## src/rtl/tree_reduce_sched.sv

```systemverilog
module tree_reduce_sched #(
  parameter int MAXVL = 16
) (
  input  logic                       clk,
  input  logic                       rst_n,
  input  logic                       start,
  input  logic [$clog2(MAXVL):0]     vl,
  input  logic [MAXVL-1:0]           pred_mask,
  output logic                       op_valid,
  input  logic                       op_ready,
  output logic [$clog2(MAXVL)-1:0]   op_target,
  output logic [$clog2(MAXVL)-1:0]   op_other,
  output logic                       done,
  output logic [$clog2(MAXVL)-1:0]   result_idx,
  output logic                       result_any
);
  localparam int IW = $clog2(MAXVL);
  localparam int CW = IW + 2;

  logic              busy, fin;
  logic [CW-1:0]     half, slot;
  logic [IW:0]       vlq;
  logic [MAXVL-1:0]  live;
  logic [IW-1:0]     idx [MAXVL];

  logic [IW:0]       vl_eff;
  logic [MAXVL:0]    one_hot_len;
  logic [MAXVL-1:0]  len_mask;
  logic [CW-1:0]     vlx, step, pj, next_slot;
  logic [IW-1:0]     si, sj;
  logic              lo_live, hi_live, upper_only, advance;

  assign vl_eff      = (vl > (IW+1)'(MAXVL)) ? (IW+1)'(MAXVL) : vl;
  assign one_hot_len = (MAXVL+1)'(1) << vl_eff;
  assign len_mask    = MAXVL'(one_hot_len - (MAXVL+1)'(1));

  assign vlx        = CW'(vlq);
  assign step       = half << 1;
  assign pj         = slot + half;
  assign next_slot  = slot + step;
  assign si         = slot[IW-1:0];
  assign sj         = pj[IW-1:0];
  assign lo_live    = live[si];
  assign hi_live    = (pj < vlx) && live[sj];
  assign op_valid   = busy && lo_live && hi_live;
  assign upper_only = busy && !lo_live && hi_live;
  assign advance    = busy && (!op_valid || op_ready);

  assign op_target  = idx[si];
  assign op_other   = idx[sj];
  assign done       = fin;
  assign result_idx = idx[0];
  assign result_any = live[0];

  always_ff @(posedge clk or negedge rst_n) begin
    if (!rst_n) begin
      busy <= 1'b0;
      fin  <= 1'b0;
      half <= '0;
      slot <= '0;
      vlq  <= '0;
      live <= '0;
      for (int k = 0; k < MAXVL; k++) idx[k] <= IW'(k);
    end else begin
      fin <= 1'b0;
      if (!busy) begin
        if (start) begin
          vlq  <= vl_eff;
          live <= pred_mask & len_mask;
          for (int k = 0; k < MAXVL; k++) idx[k] <= IW'(k);
          half <= CW'(1);
          slot <= '0;
          if (vl_eff > (IW+1)'(1)) busy <= 1'b1;
          else                     fin  <= 1'b1;
        end
      end else if (advance) begin
        if (upper_only) begin
          idx[si]  <= idx[sj];
          live[si] <= 1'b1;
        end
        if (next_slot >= vlx) begin
          slot <= '0;
          if (step >= vlx) begin
            busy <= 1'b0;
            fin  <= 1'b1;
          end else begin
            half <= step;
          end
        end else begin
          slot <= next_slot;
        end
      end
    end
  end

  // an operation always pairs a lower element with a higher one
  p_target_below_r2: assert property (@(posedge clk) disable iff (!rst_n)
    op_valid |-> (op_target < op_other));

  // no emitted index reaches the captured length
  p_in_range_r4: assert property (@(posedge clk) disable iff (!rst_n)
    op_valid |-> ((IW+1)'(op_other) < vlq));

  // a stalled offer holds
  p_hold_r5: assert property (@(posedge clk) disable iff (!rst_n)
    (op_valid && !op_ready) |=> (op_valid && $stable(op_target) && $stable(op_other)));

  // live slots never drop out during a run
  p_live_mono_r3: assert property (@(posedge clk) disable iff (!rst_n)
    (busy && $past(busy)) |-> ((live & $past(live)) == $past(live)));

  // done is a single pulse and is raised only from the idle state
  p_done_pulse_r6: assert property (@(posedge clk) disable iff (!rst_n)
    done |=> !done);
  p_done_idle_r6: assert property (@(posedge clk) disable iff (!rst_n)
    done |-> !busy);
endmodule

```

## config.mk

```make
export PLATFORM = sky130hd
export DESIGN_NAME = tree_reduce_sched
export DESIGN_NICKNAME = d
export VERILOG_FILES = /design/src/rtl/tree_reduce_sched.sv
export SDC_FILE = /design/constraint.sdc
export NUM_CORES = 1
export LEC_CHECK = 0
export ABC_AREA = 1
export BUFFER_PORTS_ARGS = -buffer_cell sky130_fd_sc_hd__buf_2
export CAP_MARGIN = 20
export CORE_UTILIZATION = 50
export DETAILED_ROUTE_END_ITERATION = 10
export PLACE_DENSITY_LB_ADDON = 0.25
export SETUP_SLACK_MARGIN = 0.4
export SYNTH_ARGS = -nofsm -noshare
export SYNTH_HDL_FRONTEND = slang
export SYNTH_SLANG_ARGS = --single-unit
```

## constraint.sdc

```tcl
create_clock -name clk -period 4.35 [get_ports clk]
set_input_delay 0.435 -clock clk [delete_from_list [all_inputs] [get_ports clk]]
set_output_delay 0.435 -clock clk [all_outputs]
set_load 0.02 [all_outputs]
```

# Word-level counts from Yosys, hierarchy flattened
# Index checks and enable logic that the tools add are counted.
[op_classes]
n_addsub = 3
mul = 0
n_div = 0
n_lt_le_gt_ge = 11
n_eq_ne = 4
shift = 1
mux = 45
n_bitwise = 5
reduce_logical = 16
[ops]
columns = ["op", "n"]
rows = [
  ["$mux W64", 4],
  ["$bwmux W64", 1],
  ["$mux W16", 4],
  ["$mux W6", 9],
  ["$bmux W4 S4", 2],
  ["$mux W4", 5],
  ["$and A16 B16 Y16", 1],
  ["$demux W4 S4", 1],
  ["$or A16 B16 Y16", 1],
  ["$shl A1 B5 Y16 const A", 1],
  ["$sub A16 B1 Y16 const B", 1],
  ["$mux W1", 15],
  ["$add A6 B6 Y6", 2],
  ["$ge A6 B5 Y1", 2],
  ["$ge A5 B5 Y1 const B", 2],
  ["$lt A4 B5 Y1 const B", 2],
  ["$not A4 Y5", 2],
  ["$bmux W1 S4", 2],
  ["$logic_and A1 B1 Y1", 8],
  ["$lt A6 B5 Y1", 1],
  ["$ne A2 B1 Y1 const B", 3],
  ["$gt A5 B1 Y1 const B", 1],
  ["$gt A5 B5 Y1 const B", 1],
  ["$lt A5 B1 Y1 const B", 1],
  ["other kinds (11)", 13],
]
[totals]
register_bits = 99
latchBits = 0
ram_bits = 0
rom_bits = 0
inputBits = 25
out_inout_bits = 15
elab_cells = 107
mem_count = 0

# Longest topological paths before layout
[depth]
ltp_word = 10
ltp_mapped = 20
depth_no_buf = 20

# Worst setup path after synthesis
# OpenSTA, ideal clock, no wires.
[synth_timing]
kind = "flip-flop to output port"
from = "register half[2]"
to = "output port op_valid"
arrival_ps = 2165
required_time_ps = 3915
path_slack_ps = 1750
path_stages_with_launch = 17
path_buffers = 0
path_cell_list = "dfrtp_1 -> ha_1 -> nand2_1 -> nand2_1 -> nand2_1 -> nand2_2 -> inv_2 -> ha_1 -> nand2_1 -> inv_1 -> nand2_1 -> nand2_1 -> nand2_1 -> nand2_1 -> nor2_1 -> nand2_1 -> nor2_1"
[synth_via]
elab_chain_len = 5
elab_cells_between_ends = 6
classes_between = "1 x add/sub; 1 x order compare; 2 x mux; 2 x reduce/logical"
[synth_rtl]
columns = ["item", "line", "text"]
rows = [
  ["start: declaration", "21", "logic [CW-1:0] half, slot;"],
  ["start signal: assignment", "87", "half <= step;"],
  ["$add A6 B6 Y6 (*)", "39", "assign pj = slot + half;"],
  ["$bmux W1 S4", "44", "assign hi_live = (pj < vlx) && live[sj];"],
  ["$mux W1 (implied by the code)", "44", ""],
  ["$logic_and A1 B1 Y1 (*)", "44", ""],
  ["$logic_and A1 B1 Y1 (*)", "45", "assign op_valid = busy && lo_live && hi_live;"],
  ["end: declaration", "9", "output logic op_valid,"],
]
# Mark *: on every way between the ends. The rest lies on a longest branch, timed or not. The select of a mux whose other input is x is not followed.

# Worst setup path in the final report
[layout_timing]
from = "register slot[2]"
to = "output port op_valid"
[layout_via]
elab_chain_len = 5
elab_cells_between_ends = 9
classes_between = "1 x add/sub; 1 x order compare; 4 x mux; 3 x reduce/logical"
[layout_rtl]
columns = ["item", "line", "text"]
rows = [
  ["start: declaration", "21", ""],
  ["start signal: assignment", "90", "slot <= next_slot;"],
  ["$add A6 B6 Y6", "39", ""],
  ["$bmux W1 S4", "44", ""],
  ["$mux W1 (implied by the code)", "44", ""],
  ["$logic_and A1 B1 Y1", "44", ""],
  ["$logic_and A1 B1 Y1 (*)", "45", ""],
]
# Marks and branches as above.

==> impl_metrics.prom <==
# TYPE chip_impl_metric gauge
chip_impl_metric{name="postCtsHoldBufs",unit=""} 0
chip_impl_metric{name="placed_cells",unit=""} 926
chip_impl_info{name="global_route.peak_usage_layer",value="met2"} 1
chip_impl_info{name="critPathCaptureType",value="output port"} 1
chip_impl_metric{name="track_usage",unit="%"} 28.29
chip_impl_metric{name="p_leak",unit="nW"} 3.151
chip_impl_metric{name="syn-mean-instance-area",unit="sq um"} 7.704
chip_impl_metric{name="io_pins",unit=""} 40
chip_impl_info{name="most_repeated_library_cell_on_the_critical_path",value="sky130_fd_sc_hd__nand2_1"} 1
chip_impl_metric{name="timing.max_cap.violations",unit=""} 0
chip_impl_metric{name="gr-usage-met2",unit="%"} 41.99
chip_impl_metric{name="synthArstFlopShare",unit="%"} 100.0
chip_impl_metric{name="dieWidth",unit="um"} 110.9
chip_impl_metric{name="rows",unit=""} 39
chip_impl_info{name="critical_path.slowest_cell",value="sky130_fd_sc_hd__dfrtp_1"} 1
chip_impl_metric{name="maxSlewHeadroom",unit="%"} 28.64
chip_impl_metric{name="totalNegativeSetupSlack",unit="ps"} 0
chip_impl_info{name="crit_path_cell_trace",value="ha_1 -> nand2_1 -> inv_2 -> nor2_2 -> ha_1 -> nand2_1 -> inv_1 -> nand2_1 -> nand2_1 -> nand2_1 -> nand2_1 -> nor2_1 -> nand2_1 -> nor2_1 -> buf_2"} 1
chip_impl_metric{name="worstPathMaxFanout",unit=""} 13
chip_impl_metric{name="worstPathArrival",unit="ps"} 3110
chip_impl_info{name="synth_area_leaders",value="sky130_fd_sc_hd__dfrtp_1, sky130_fd_sc_hd__dfstp_2, sky130_fd_sc_hd__nand2_1, sky130_fd_sc_hd__nand3_1, sky130_fd_sc_hd__inv_1"} 1
chip_impl_metric{name="final_nets",unit=""} 841
chip_impl_metric{name="grt_max_degree",unit=""} 67
chip_impl_metric{name="synth-edff-count",unit=""} 0
chip_impl_metric{name="antenna_cells",unit=""} 0
chip_impl_info{name="dominantRegCellSynth",value="sky130_fd_sc_hd__dfrtp_1"} 1
chip_impl_metric{name="grt_first_pass_wirelength",unit="mm"} 27.24
chip_impl_metric{name="first_iter_violations",unit=""} 591
chip_impl_metric{name="cts_num_sinks",unit=""} 98
chip_impl_metric{name="setup_viol",unit=""} 0
chip_impl_metric{name="synth.cell_area",unit="sq mm"} 0.005932
chip_impl_metric{name="post_cts_resize_count",unit=""} 0
chip_impl_metric{name="globalRouteMet3Util",unit="%"} 4.538
chip_impl_metric{name="synth_fp_nets",unit=""} 817
chip_impl_metric{name="initial_core_util",unit="%"} 51.73
chip_impl_metric{name="first_global_vias",unit=""} 5139
chip_impl_metric{name="layoutNonFillerInstCount",unit=""} 942
chip_impl_info{name="outcome",value="finished, final reports clean"} 1
chip_impl_metric{name="yosysSeqAreaShare",unit="%"} 42.02
chip_impl_info{name="yosysTopAreaCell",value="sky130_fd_sc_hd__dfrtp_1"} 1
chip_impl_info{name="yosysMostFrequentCell",value="sky130_fd_sc_hd__nand2_1"} 1
chip_impl_metric{name="ys.warnings.count",unit=""} 0
chip_impl_metric{name="routed_via_density",unit=""} 5.696
chip_impl_metric{name="fin_crit",unit="ps"} 3545
chip_impl_info{name="timing.hold.worst.class",value="input pin to asynchronous set/reset pin"} 1
chip_impl_metric{name="initial_antenna_violation_count",unit=""} 0
chip_impl_metric{name="worstMarginPinSlew",unit="ps"} 1062
chip_impl_info{name="rsz_0062_raised_after_global_routing",value="false"} 1
chip_impl_metric{name="dr.pass1.iters",unit=""} 5
chip_impl_metric{name="insertion_delay",unit="ps"} 350
chip_impl_metric{name="gpl.final_weighted_congestion",unit=""} 0.9292
chip_impl_metric{name="groute.layer.met1.usage",unit="%"} 41.67
chip_impl_metric{name="max-clock-path-buffers",unit=""} 2
chip_impl_info{name="clock_tree.root_cell",value="sky130_fd_sc_hd__clkbuf_16"} 1
chip_impl_info{name="beginning_of_the_worst_register_to_register_path",value="slot[2]"} 1
chip_impl_metric{name="dr_total_vias",unit=""} 5366
chip_impl_metric{name="layout-area-overhead-vs-synth",unit="%"} 8.922
chip_impl_metric{name="die_height",unit="um"} 110.9
chip_impl_metric{name="worst-endpoint-required",unit="ps"} 3910
chip_impl_metric{name="clock.fmax",unit="MHz"} 282.1
chip_impl_metric{name="avgRoutedWirePerCell",unit="um"} 17.50
chip_impl_info{name="cp-startpoint",value="slot[2]"} 1
chip_impl_metric{name="power_per_cell_area",unit="mW/mm^2"} 792.6
chip_impl_metric{name="synth-seq-cells",unit=""} 98
chip_impl_metric{name="antenna_left",unit=""} 0
chip_impl_metric{name="total_overflow_reported_by_the_global_router",unit=""} 0
chip_impl_info{name="synth.top_cells.by_count",value="sky130_fd_sc_hd__nand2_1, sky130_fd_sc_hd__inv_1, sky130_fd_sc_hd__nand3_1"} 1
chip_impl_metric{name="cts.repair_timing.setup_buffer_count",unit=""} 0
chip_impl_info{name="worstSetupPathType",value="flip-flop to output port"} 1
chip_impl_metric{name="ys_types",unit=""} 48
chip_impl_metric{name="dp_hpwl",unit="mm"} 11.84
chip_impl_metric{name="power.ir.vdd_worst",unit="V"} 0.0004117
chip_impl_metric{name="drc",unit=""} 0
chip_impl_info{name="crit_path_start_kind",value="flip-flop"} 1
chip_impl_metric{name="final-hold-violation-count",unit=""} 0
chip_impl_metric{name="synth_top_cell_area_share",unit="%"} 27.84
chip_impl_metric{name="htree_levels",unit=""} 3
chip_impl_metric{name="port_buffers",unit=""} 39
chip_impl_metric{name="clkSlewWorstSetupHoldPaths",unit="ps"} 70
chip_impl_metric{name="floorplan.die_area",unit="sq mm"} 0.01230
chip_impl_metric{name="fin_skew",unit="ps"} 8.508
chip_impl_info{name="tritoncts",value="built"} 1
chip_impl_metric{name="core_region_area",unit="sq mm"} 0.01147
chip_impl_metric{name="synthesis.instances",unit=""} 770
chip_impl_metric{name="min_period_over_period",unit="%"} 81.49
chip_impl_metric{name="crit_path_max_incr_delay",unit="ps"} 580
chip_impl_metric{name="final_routed_wirelength_across_all_metal_layers",unit="mm"} 16.49
chip_impl_metric{name="share_of_cells_above_drive_strength_1",unit="%"} 17.40
chip_impl_metric{name="cts_buffers",unit=""} 9
chip_impl_metric{name="timing.final.max_slew_violations",unit=""} 0
==> worst paths after layout <==
kind                       endpoint  slack [ps]  cells past startpoint
max in group asynchronous   idx[56]        3180                      2
setup / recovery           op_valid         810                     15
setup reg to reg            half[1]        1030                     18
min in group clk           live[15]         310                      3
hold reg to reg             idx[40]         470                      2
hold / removal              slot[5]         190                      1
==> through the flow <==
stage	power (mW)	setup slack (ps)	area, sq um	hold slack, ps	util, %
floorplan	3.510	1750	5932	139.4	-
global placement	4.205	1264	6158	456.4	53.70
detailed placement	4.243	1118	6158	463.4	53.70
CTS	5.078	862.7	6461	217.9	56.34
global route	5.507	623.2	6461	271.1	56.34
finish	5.121	805.3	6461	188.0	56.34
==> metal layers <==
metal  up-vias  share of wire, %
met4         0               2.3
met5         -                 0
met2       241                44
met1      2501                46
met3        30               7.9
li1       2594                 -
==> power breakdown <==
part | switching, mW | total [mW] | internal (mW) | leakage (nW)
combinational | 2.06 | 2.92 | 0.861 | 1.80
clock | 0.355 | 0.820 | 0.465 | 0.147
sequential | 0.209 | 1.38 | 1.18 | 1.21
total | 2.62 | 5.12 | 2.50 | 3.15
==> cells in the final DEF (no fill, tap or decap), types with 2 or more instances in the layout <==
master and count:
sky130_fd_sc_hd__o21ai_0 59, sky130_fd_sc_hd__a21boi_2 2, sky130_fd_sc_hd__a21boi_0 3, sky130_fd_sc_hd__nor3_1 7, sky130_fd_sc_hd__nand4_1 10, sky130_fd_sc_hd__o21ai_1 17
sky130_fd_sc_hd__xor2_1 3, sky130_fd_sc_hd__buf_2 38, sky130_fd_sc_hd__a22oi_1 5, sky130_fd_sc_hd__inv_6 2, sky130_fd_sc_hd__buf_4 8, sky130_fd_sc_hd__dfrtp_1 66
sky130_fd_sc_hd__a31oi_1 3, sky130_fd_sc_hd__or2_2 13, sky130_fd_sc_hd__nand3_4 4, sky130_fd_sc_hd__dfstp_2 32, sky130_fd_sc_hd__nor2_1 43, sky130_fd_sc_hd__a221oi_1 4
sky130_fd_sc_hd__nor3_2 2, sky130_fd_sc_hd__nand3_1 67, sky130_fd_sc_hd__a21oi_1 49, sky130_fd_sc_hd__nand2_1 195, sky130_fd_sc_hd__ha_1 21, sky130_fd_sc_hd__xnor2_1 3
sky130_fd_sc_hd__nand2_2 6, sky130_fd_sc_hd__o2111ai_1 2, sky130_fd_sc_hd__nor2_2 3, sky130_fd_sc_hd__o211ai_1 11, sky130_fd_sc_hd__inv_1 82, sky130_fd_sc_hd__clkbuf_16 9
sky130_fd_sc_hd__inv_2 7, sky130_fd_sc_hd__nand3_2 4
==> cells by family (layout without fill, tap and decap cells) <==
| logic type | count (synthesis) | in the layout | synth area share (%) |
|---|---|---|---|
| fa+ha+maj | 22 | 22 | 4.767 |
| buf+inv | 122 | 151 | 9.091 |
| compound gates | 163 | 163 | 15.69 |
| flops | 98 | 98 | 42.02 |
| xor+xnor | 6 | 6 | 0.8861 |
| simple gates | 359 | 359 | 27.55 |
==> state kept, by name, indices dropped and copies added, names as in the netlist <==
signal	count
result_idx	4
half	6
busy	1
done	1
idx	60
vlq	5
slot	5
live	16
==> critical path: cells and delay by family (launching register included) <==
kind	cells	cell delay, ps
AND/OR/NAND/NOR	10	1240
adder cells (fa/ha/maj)	2	660
flip-flops	1	580
buffers and inverters	3	270
==> final cells by class <==
class                   instances  area [sq um]
clock buffers                  11         242.7
clock inverters                 5         60.06
fillers                      1064          5006
inverters                      89         334.1
multi-input cells             550          2903
flip-flops and latches         98          2492
well taps                     143         178.9
repair buffers                 46         250.2
(Power assumes the default switching activity.)
